**src/rtl/flm_pkg.sv**
```systemverilog
// Package: shared constants and read-select encoding for the field length meter.
// Assumes an 8-bit read port with the field flag and overflow flag at fixed
// positions in the high byte.
package flm_pkg;

    localparam int RD_W        = 8;
    localparam int HI_FLAG_BIT = 7;
    localparam int HI_OVF_BIT  = 6;

    typedef enum logic [1:0] {
        SEL_ODD_LO  = 2'd0,
        SEL_ODD_HI  = 2'd1,
        SEL_EVEN_LO = 2'd2,
        SEL_EVEN_HI = 2'd3
    } rd_sel_e;

endpackage

```
**src/rtl/flm_strobe_gen.sv**
```systemverilog
// Module: programmable sampling-strobe generator.
// A free-running divider counts 0..cfg_period and fires the strobe when it
// equals cfg_phase. Assumes cfg_phase <= cfg_period; otherwise no strobe fires.
module flm_strobe_gen #(
    parameter int DIV_W = 12
) (
    input  logic             clk,
    input  logic             rst_n,
    input  logic [DIV_W-1:0] cfg_period,
    input  logic [DIV_W-1:0] cfg_phase,
    output logic             strobe_o
);

    logic [DIV_W-1:0] div_cnt;

    // Divider: wrap to zero at (or beyond, after a reconfiguration) the period.
    always_ff @(posedge clk) begin
        if (!rst_n) begin
            div_cnt <= '0;
        end else if (div_cnt >= cfg_period) begin
            div_cnt <= '0;
        end else begin
            div_cnt <= div_cnt + 1'b1;
        end
    end

    // Strobe decode: one cycle per divider turn at the chosen phase.
    always_comb begin
        strobe_o = (div_cnt == cfg_phase);
    end

endmodule

```
**src/rtl/flm_field_counter.sv**
```systemverilog
// Module: sync edge detection and strobe counting.
// Samples vsync only on strobes, detects a 0->1 change between consecutive
// samples, and counts strobes between such edges with saturation at the
// maximum count. The first edge after reset arms the counter only.
// Assumes vsync_in is already synchronous to clk.
module flm_field_counter #(
    parameter int LEN_W = 10
) (
    input  logic             clk,
    input  logic             rst_n,
    input  logic             strobe_i,
    input  logic             vsync_i,
    output logic             cap_o,
    output logic [LEN_W-1:0] len_o,
    output logic             ovf_o
);

    localparam logic [LEN_W-1:0] LEN_MAX = '1;
    localparam logic [LEN_W-1:0] LEN_ONE = LEN_W'(1);

    logic             vs_last;
    logic             armed;
    logic             rise;
    logic [LEN_W-1:0] cnt;
    logic             ovf;

    // Edge decode: new sample high, previous sample low, on a strobe.
    always_comb begin
        rise  = strobe_i && vsync_i && !vs_last;
        cap_o = rise && armed;
    end

    // Counter state: remember the sample, restart on edges, saturate at max.
    always_ff @(posedge clk) begin
        if (!rst_n) begin
            vs_last <= 1'b0;
            armed   <= 1'b0;
            cnt     <= '0;
            ovf     <= 1'b0;
        end else if (strobe_i) begin
            vs_last <= vsync_i;
            if (rise) begin
                armed <= 1'b1;
                cnt   <= LEN_ONE;
                ovf   <= 1'b0;
            end else if (armed) begin
                if (cnt == LEN_MAX) begin
                    ovf <= 1'b1;
                end else begin
                    cnt <= cnt + 1'b1;
                end
            end
        end
    end

    assign len_o = cnt;
    assign ovf_o = ovf;

endmodule

```
**src/rtl/flm_capture.sv**
```systemverilog
// Module: odd/even capture registers.
// On each capture request the presented length goes into the slot opposite to
// the one written last, and the field flag inverts. Reset points the flag at
// the even slot so that the first store lands in the odd slot.
module flm_capture #(
    parameter int LEN_W = 10
) (
    input  logic             clk,
    input  logic             rst_n,
    input  logic             cap_i,
    input  logic [LEN_W-1:0] len_i,
    input  logic             ovf_i,
    output logic [LEN_W-1:0] odd_len_o,
    output logic             odd_ovf_o,
    output logic [LEN_W-1:0] even_len_o,
    output logic             even_ovf_o,
    output logic             last_even_o
);

    // Slot write: steer by the flag, then invert it.
    always_ff @(posedge clk) begin
        if (!rst_n) begin
            odd_len_o   <= '0;
            odd_ovf_o   <= 1'b0;
            even_len_o  <= '0;
            even_ovf_o  <= 1'b0;
            last_even_o <= 1'b1;
        end else if (cap_i) begin
            if (last_even_o) begin
                odd_len_o <= len_i;
                odd_ovf_o <= ovf_i;
            end else begin
                even_len_o <= len_i;
                even_ovf_o <= ovf_i;
            end
            last_even_o <= !last_even_o;
        end
    end

endmodule

```
**src/rtl/field_len_meter.sv**
```systemverilog
// Module: top of the incoming field length meter.
// Ties the strobe generator, the edge counter and the capture slots together
// and presents the slots as bytes on a select-driven read port.
// Assumes LEN_W is between 9 and 14 so that the upper bits fit the high byte.
module field_len_meter #(
    parameter int DIV_W = 12,
    parameter int LEN_W = 10
) (
    input  logic             clk,
    input  logic             rst_n,
    input  logic [DIV_W-1:0] cfg_period,
    input  logic [DIV_W-1:0] cfg_phase,
    input  logic             vsync_in,
    input  logic [1:0]       rd_sel,
    output logic             sample_pulse,
    output logic [LEN_W-1:0] odd_len,
    output logic             odd_ovf,
    output logic [LEN_W-1:0] even_len,
    output logic             even_ovf,
    output logic             last_even,
    output logic [7:0]       rd_data
);

    import flm_pkg::*;

    localparam int HI_W  = LEN_W - 8;
    localparam int PAD_W = HI_OVF_BIT - HI_W;

    logic             cap;
    logic [LEN_W-1:0] run_len;
    logic             run_ovf;

    flm_strobe_gen #(.DIV_W(DIV_W)) u_strobe (
        .clk        (clk),
        .rst_n      (rst_n),
        .cfg_period (cfg_period),
        .cfg_phase  (cfg_phase),
        .strobe_o   (sample_pulse)
    );

    flm_field_counter #(.LEN_W(LEN_W)) u_count (
        .clk      (clk),
        .rst_n    (rst_n),
        .strobe_i (sample_pulse),
        .vsync_i  (vsync_in),
        .cap_o    (cap),
        .len_o    (run_len),
        .ovf_o    (run_ovf)
    );

    flm_capture #(.LEN_W(LEN_W)) u_slots (
        .clk         (clk),
        .rst_n       (rst_n),
        .cap_i       (cap),
        .len_i       (run_len),
        .ovf_i       (run_ovf),
        .odd_len_o   (odd_len),
        .odd_ovf_o   (odd_ovf),
        .even_len_o  (even_len),
        .even_ovf_o  (even_ovf),
        .last_even_o (last_even)
    );

    // Read mux: low bytes carry count bits 7..0, high bytes carry the flags and upper bits.
    always_comb begin
        case (rd_sel_e'(rd_sel))
            SEL_ODD_LO:  rd_data = odd_len[7:0];
            SEL_ODD_HI:  rd_data = {last_even, odd_ovf, {PAD_W{1'b0}}, odd_len[LEN_W-1:8]};
            SEL_EVEN_LO: rd_data = even_len[7:0];
            default:     rd_data = {last_even, even_ovf, {PAD_W{1'b0}}, even_len[LEN_W-1:8]};
        endcase
    end

endmodule

```
**config.mk**
```make
export PLATFORM = sky130hd
export DESIGN_NAME = field_len_meter
export DESIGN_NICKNAME = d
export VERILOG_FILES = /design/src/rtl/flm_pkg.sv /design/src/rtl/flm_strobe_gen.sv /design/src/rtl/flm_field_counter.sv /design/src/rtl/flm_capture.sv /design/src/rtl/field_len_meter.sv
export SDC_FILE = /design/constraint.sdc
export NUM_CORES = 1
export LEC_CHECK = 0
export CAP_MARGIN = 25
export CORE_ASPECT_RATIO = 0.9
export CORE_MARGIN = 8
export CORE_UTILIZATION = 51
export CTS_CLUSTER_DIAMETER = 40
export DETAILED_ROUTE_END_ITERATION = 16
export PLACE_DENSITY = 0.85
export SLEW_MARGIN = 10
export SYNTH_ARGS = -nofsm -noshare
export SYNTH_HDL_FRONTEND = slang
export SYNTH_HIERARCHICAL = 1
export SYNTH_SLANG_ARGS = --single-unit
```
**constraint.sdc**
```tcl
create_clock -name clk -period 2.3 [get_ports clk]
set_input_delay 0.345 -clock clk [delete_from_list [all_inputs] [get_ports clk]]
set_output_delay 0.345 -clock clk [all_outputs]
set_load 0.05 [all_outputs]
```
==> impl_metrics.csv <==
group,metric,value,unit
yosys,async_reset_ff_share,0,%
power,p_int,0.00125,W
setup_path,cpMostUsedCell,"buf_4",
power,p_sw_share,23.2,%
setup_path,cpMaxStageDelayCell,"clkdlybuf4s50_1",
power,power_frac_comb,10.4,%
cts,cts.repair.resized,0,
sta,max_slew.worst_pin.slew,0.524,ns
die,start_util,52.8,%
die,pin_count,61,
yosys,syn_nets,336,
layout,drive_gt1_share,18.5,%
grt,grt_overflow_total,0,
status,outcome,"finished, final reports clean",
yosys,syn_area,2760,um^2
placed_design,place_congestion,0.832,
die,core_area,5220,um^2
layout,instances_no_fill,430,
sta,setup_viol,0,
power,leakage,1.43,nW
setup_path,startpoint_type,"input pin",
die,fp.dieW,93.5,um
setup_path,cp-end-kind,"output port",
placed_design,placement.io_buffers,60,
power,p_sw,0.000377,W
layout,nets,405,
route,drtAntennaViolNets,0,
yosys,synth_cells,293,
sta,period_needed,2.18,ns
yosys,synth_edf_count,0,
grt,grt_antenna_before_repair,0,
cts,insertion_delay,0.30,ns
yosys,ys_warn_count,6,
yosys,ys.flop_type,"dfxtp_1",
sta,relSlewSlack,64.9,%
grt,grt_use_total,17.8,%
layout,syn_to_final_growth,34.0,%
die,fp.dieArea,8030,um^2
cts,post_cts_buffers,0,
cts,cts_tree,"yes",
sta,rsz0062_at_grt,"no",
placed_design,dp.cells,422,
setup_path,arrival,1.84,ns
yosys,synth.distinct_cells,50,
setup_path,crit_chain,"clkdlybuf4s50_1 > xnor2_1 > nand4_1 > nor3_4 > buf_4 > buf_4 > buf_12",
layout,antenna_cells,0,
power,ir_drop,0.402,mV
grt,grt_pass1_vias,2491,
yosys,ys_seq_area_share,34.8,%
route,drt_first_pass_iters,4,
cts,cts_buffer_depth,2,
cts,htreeDepth,2,
setup_path,required,1.96,ns
route,vias,2400,
power,p_clk_share,37.6,%
sta,clock.fmax,458,MHz
hold_path,hold_class,"reg -> reg",
grt,grt_pass1_wl,11700,um
sta,finalMaxSlewViolations,0,
cts,cts_buffers,5,
setup_path,worstSetupPathType,"in -> out",
cts,ctsRootBufferMaster,"clkbuf_8",
setup_path,max_stage_delay,0.47,ns
route,avgRoutedWirePerCell,16.5,um
sta,skew,0.00922,ns
die,die_h,85.8,um
cts,cts.sink_count,48,
route,vias_per_cell,5.58,
yosys,synth-seq-cells,48,
placed_design,hpwlAfterDp,5570,um
route,finalWirelength,7080,um
power,power,0.00163,W
grt,grt_max_degree,35,
placed_design,dp_worst_setup_slack,-0.133,ns
power,power.density,439,nW/um^2
yosys,syn_avg_cell_area,9.42,um^2
sta,period_share,94.8,%
route,drc,0,
power,p_seq_share,52.0,%
sta,worst_slack,0.119,ns
sta,final-hold-violation-count,0,
route,initialDrtViolationCount,135,
die,num_rows,25,
cts,cts_hold_buf,0,
setup_path,worstPathMaxFanout,6,
job,maxCapViolCount,0,
cts,clkTransAtPathRegs,0.08,ns
worst paths after layout:
kind / start / end / slack [ns] / cells after the start
setup / recovery: cfg_phase[11] / sample_pulse / 0.12 / 7
hold / removal: u_slots/odd_len_o[2] / u_slots/odd_len_o[2] / 0.48 / 2
setup reg to reg: u_strobe/div_cnt[4] / u_count/len_o[3] / 0.26 / 7
hold reg to reg: u_slots/odd_len_o[2] / u_slots/odd_len_o[2] / 0.48 / 2
layout make-up:
type | count | area [um^2]
tap | 67 | 83.8
inverter | 17 | 63.8
clock inverter | 3 | 42.5
clock buffer | 5 | 68.8
multi-input combinational | 212 | 1650
sequential | 48 | 968
timing repair buffer | 78 | 826
fill | 365 | 1530
registers in the layout, indices dropped and copies added, names as in the netlist:
name / flops
u_slots/even_len_o: 10
u_slots/odd_len_o: 10
u_slots/last_even_o: 1
u_count/len_o: 10
u_count/armed: 1
u_count/ovf_o: 1
u_slots/even_ovf_o: 1
u_strobe/div_cnt: 12
u_count/vs_last: 1
u_slots/odd_ovf_o: 1
cell usage in the layout, fill, tap and decap left out, drive strengths merged, types with 3 or more instances in the layout:
cell type,count
a211oi,15
a21o,3
a21oi,5
and2,3
buf,27
clkbuf,5
clkdlybuf4s50,51
dfxtp,48
ha,14
inv,17
mux2i,28
mux4,3
nand2,45
nand3,7
nand4,6
nor2,16
nor3,4
o21ai,7
o31ai,4
or4,3
xnor2,20
cells in the mapped netlist, drive strengths merged (2+ instances only):
| master | number | share of area (%) |
|---|---|---|
| buf | 15 | 3.9 |
| o21ai | 7 | 1.7 |
| a21o | 3 | 1.1 |
| o211ai | 2 | 0.54 |
| a211oi | 15 | 5.9 |
| and2 | 3 | 0.68 |
| nor4 | 2 | 0.68 |
| ha | 14 | 6.3 |
| o31ai | 4 | 1.1 |
| or4 | 3 | 0.82 |
| nand2b | 2 | 0.45 |
| nand3 | 7 | 1.3 |
| o21bai | 2 | 0.54 |
| and3 | 2 | 0.50 |
| mux2i | 28 | 10 |
| mux4 | 3 | 2.4 |
| a31oi | 2 | 0.45 |
| inv | 17 | 2.3 |
| nor3 | 4 | 0.73 |
| xnor2 | 20 | 6.3 |
| or3 | 2 | 0.45 |
| nand4 | 6 | 1.6 |
| dfxtp | 48 | 35 |
| a21oi | 5 | 0.91 |
| nor2 | 16 | 2.2 |
| xor2 | 2 | 0.63 |
| nand2 | 45 | 6.1 |
metrics by stage:
step | utilization (%) | instance area (um^2) | setup TNS, ns | hold slack (ns)
floorplan | - | 2800 | -0.553 | 0.437
global placement | 68.7 | 3590 | -0.0104 | 0.458
detailed placement | 68.7 | 3590 | -0.723 | 0.473
CTS | 70.8 | 3700 | 0 | 0.485
global route | 70.8 | 3700 | 0 | 0.509
finish | 70.8 | 3700 | 0 | 0.483
per-layer routing:
| layer | GRT usage [%] | wire, um | vias to the layer above |
|---|---|---|---|
| li1 | - | - | 1173 |
| met1 | 20.0 | 2890 | 1168 |
| met2 | 33.3 | 3810 | 53 |
| met3 | 3.14 | 312 | 6 |
| met4 | 4.89 | 61 | 0 |
| met5 | 0 | 0 | - |
critical path: cells and delay by family:
family | cells | cell delay (ns)
xor gates and xnor gates | 1 | 0.12
buffers and inverters | 4 | 0.93
and+or+nand+nor | 2 | 0.43
cell families after synthesis:
family / count (synthesis) / synth area share [%]
simple gates: 97 / 17.5
compound gates: 48 / 15.5
flops: 48 / 34.8
buf+inv: 33 / 6.35
mux: 31 / 12.6
xor+xnor: 22 / 6.98
fa+ha+maj: 14 / 6.35
power by group through the flow:
stage / clock network [W] / registers, W / logic, W
5_1_grt: 0.000660 / 0.000846 / 0.000182
2_1_floorplan: 0 / 0.000860 / 0.0000969
3_5_place_dp: 0 / 0.000865 / 0.000168
4_1_cts: 0.000619 / 0.000845 / 0.000169
6_report: 0.000611 / 0.000845 / 0.000169
3_3_place_gp: 0 / 0.000864 / 0.000162
Note: power is estimated with default switching activity, not from simulation.
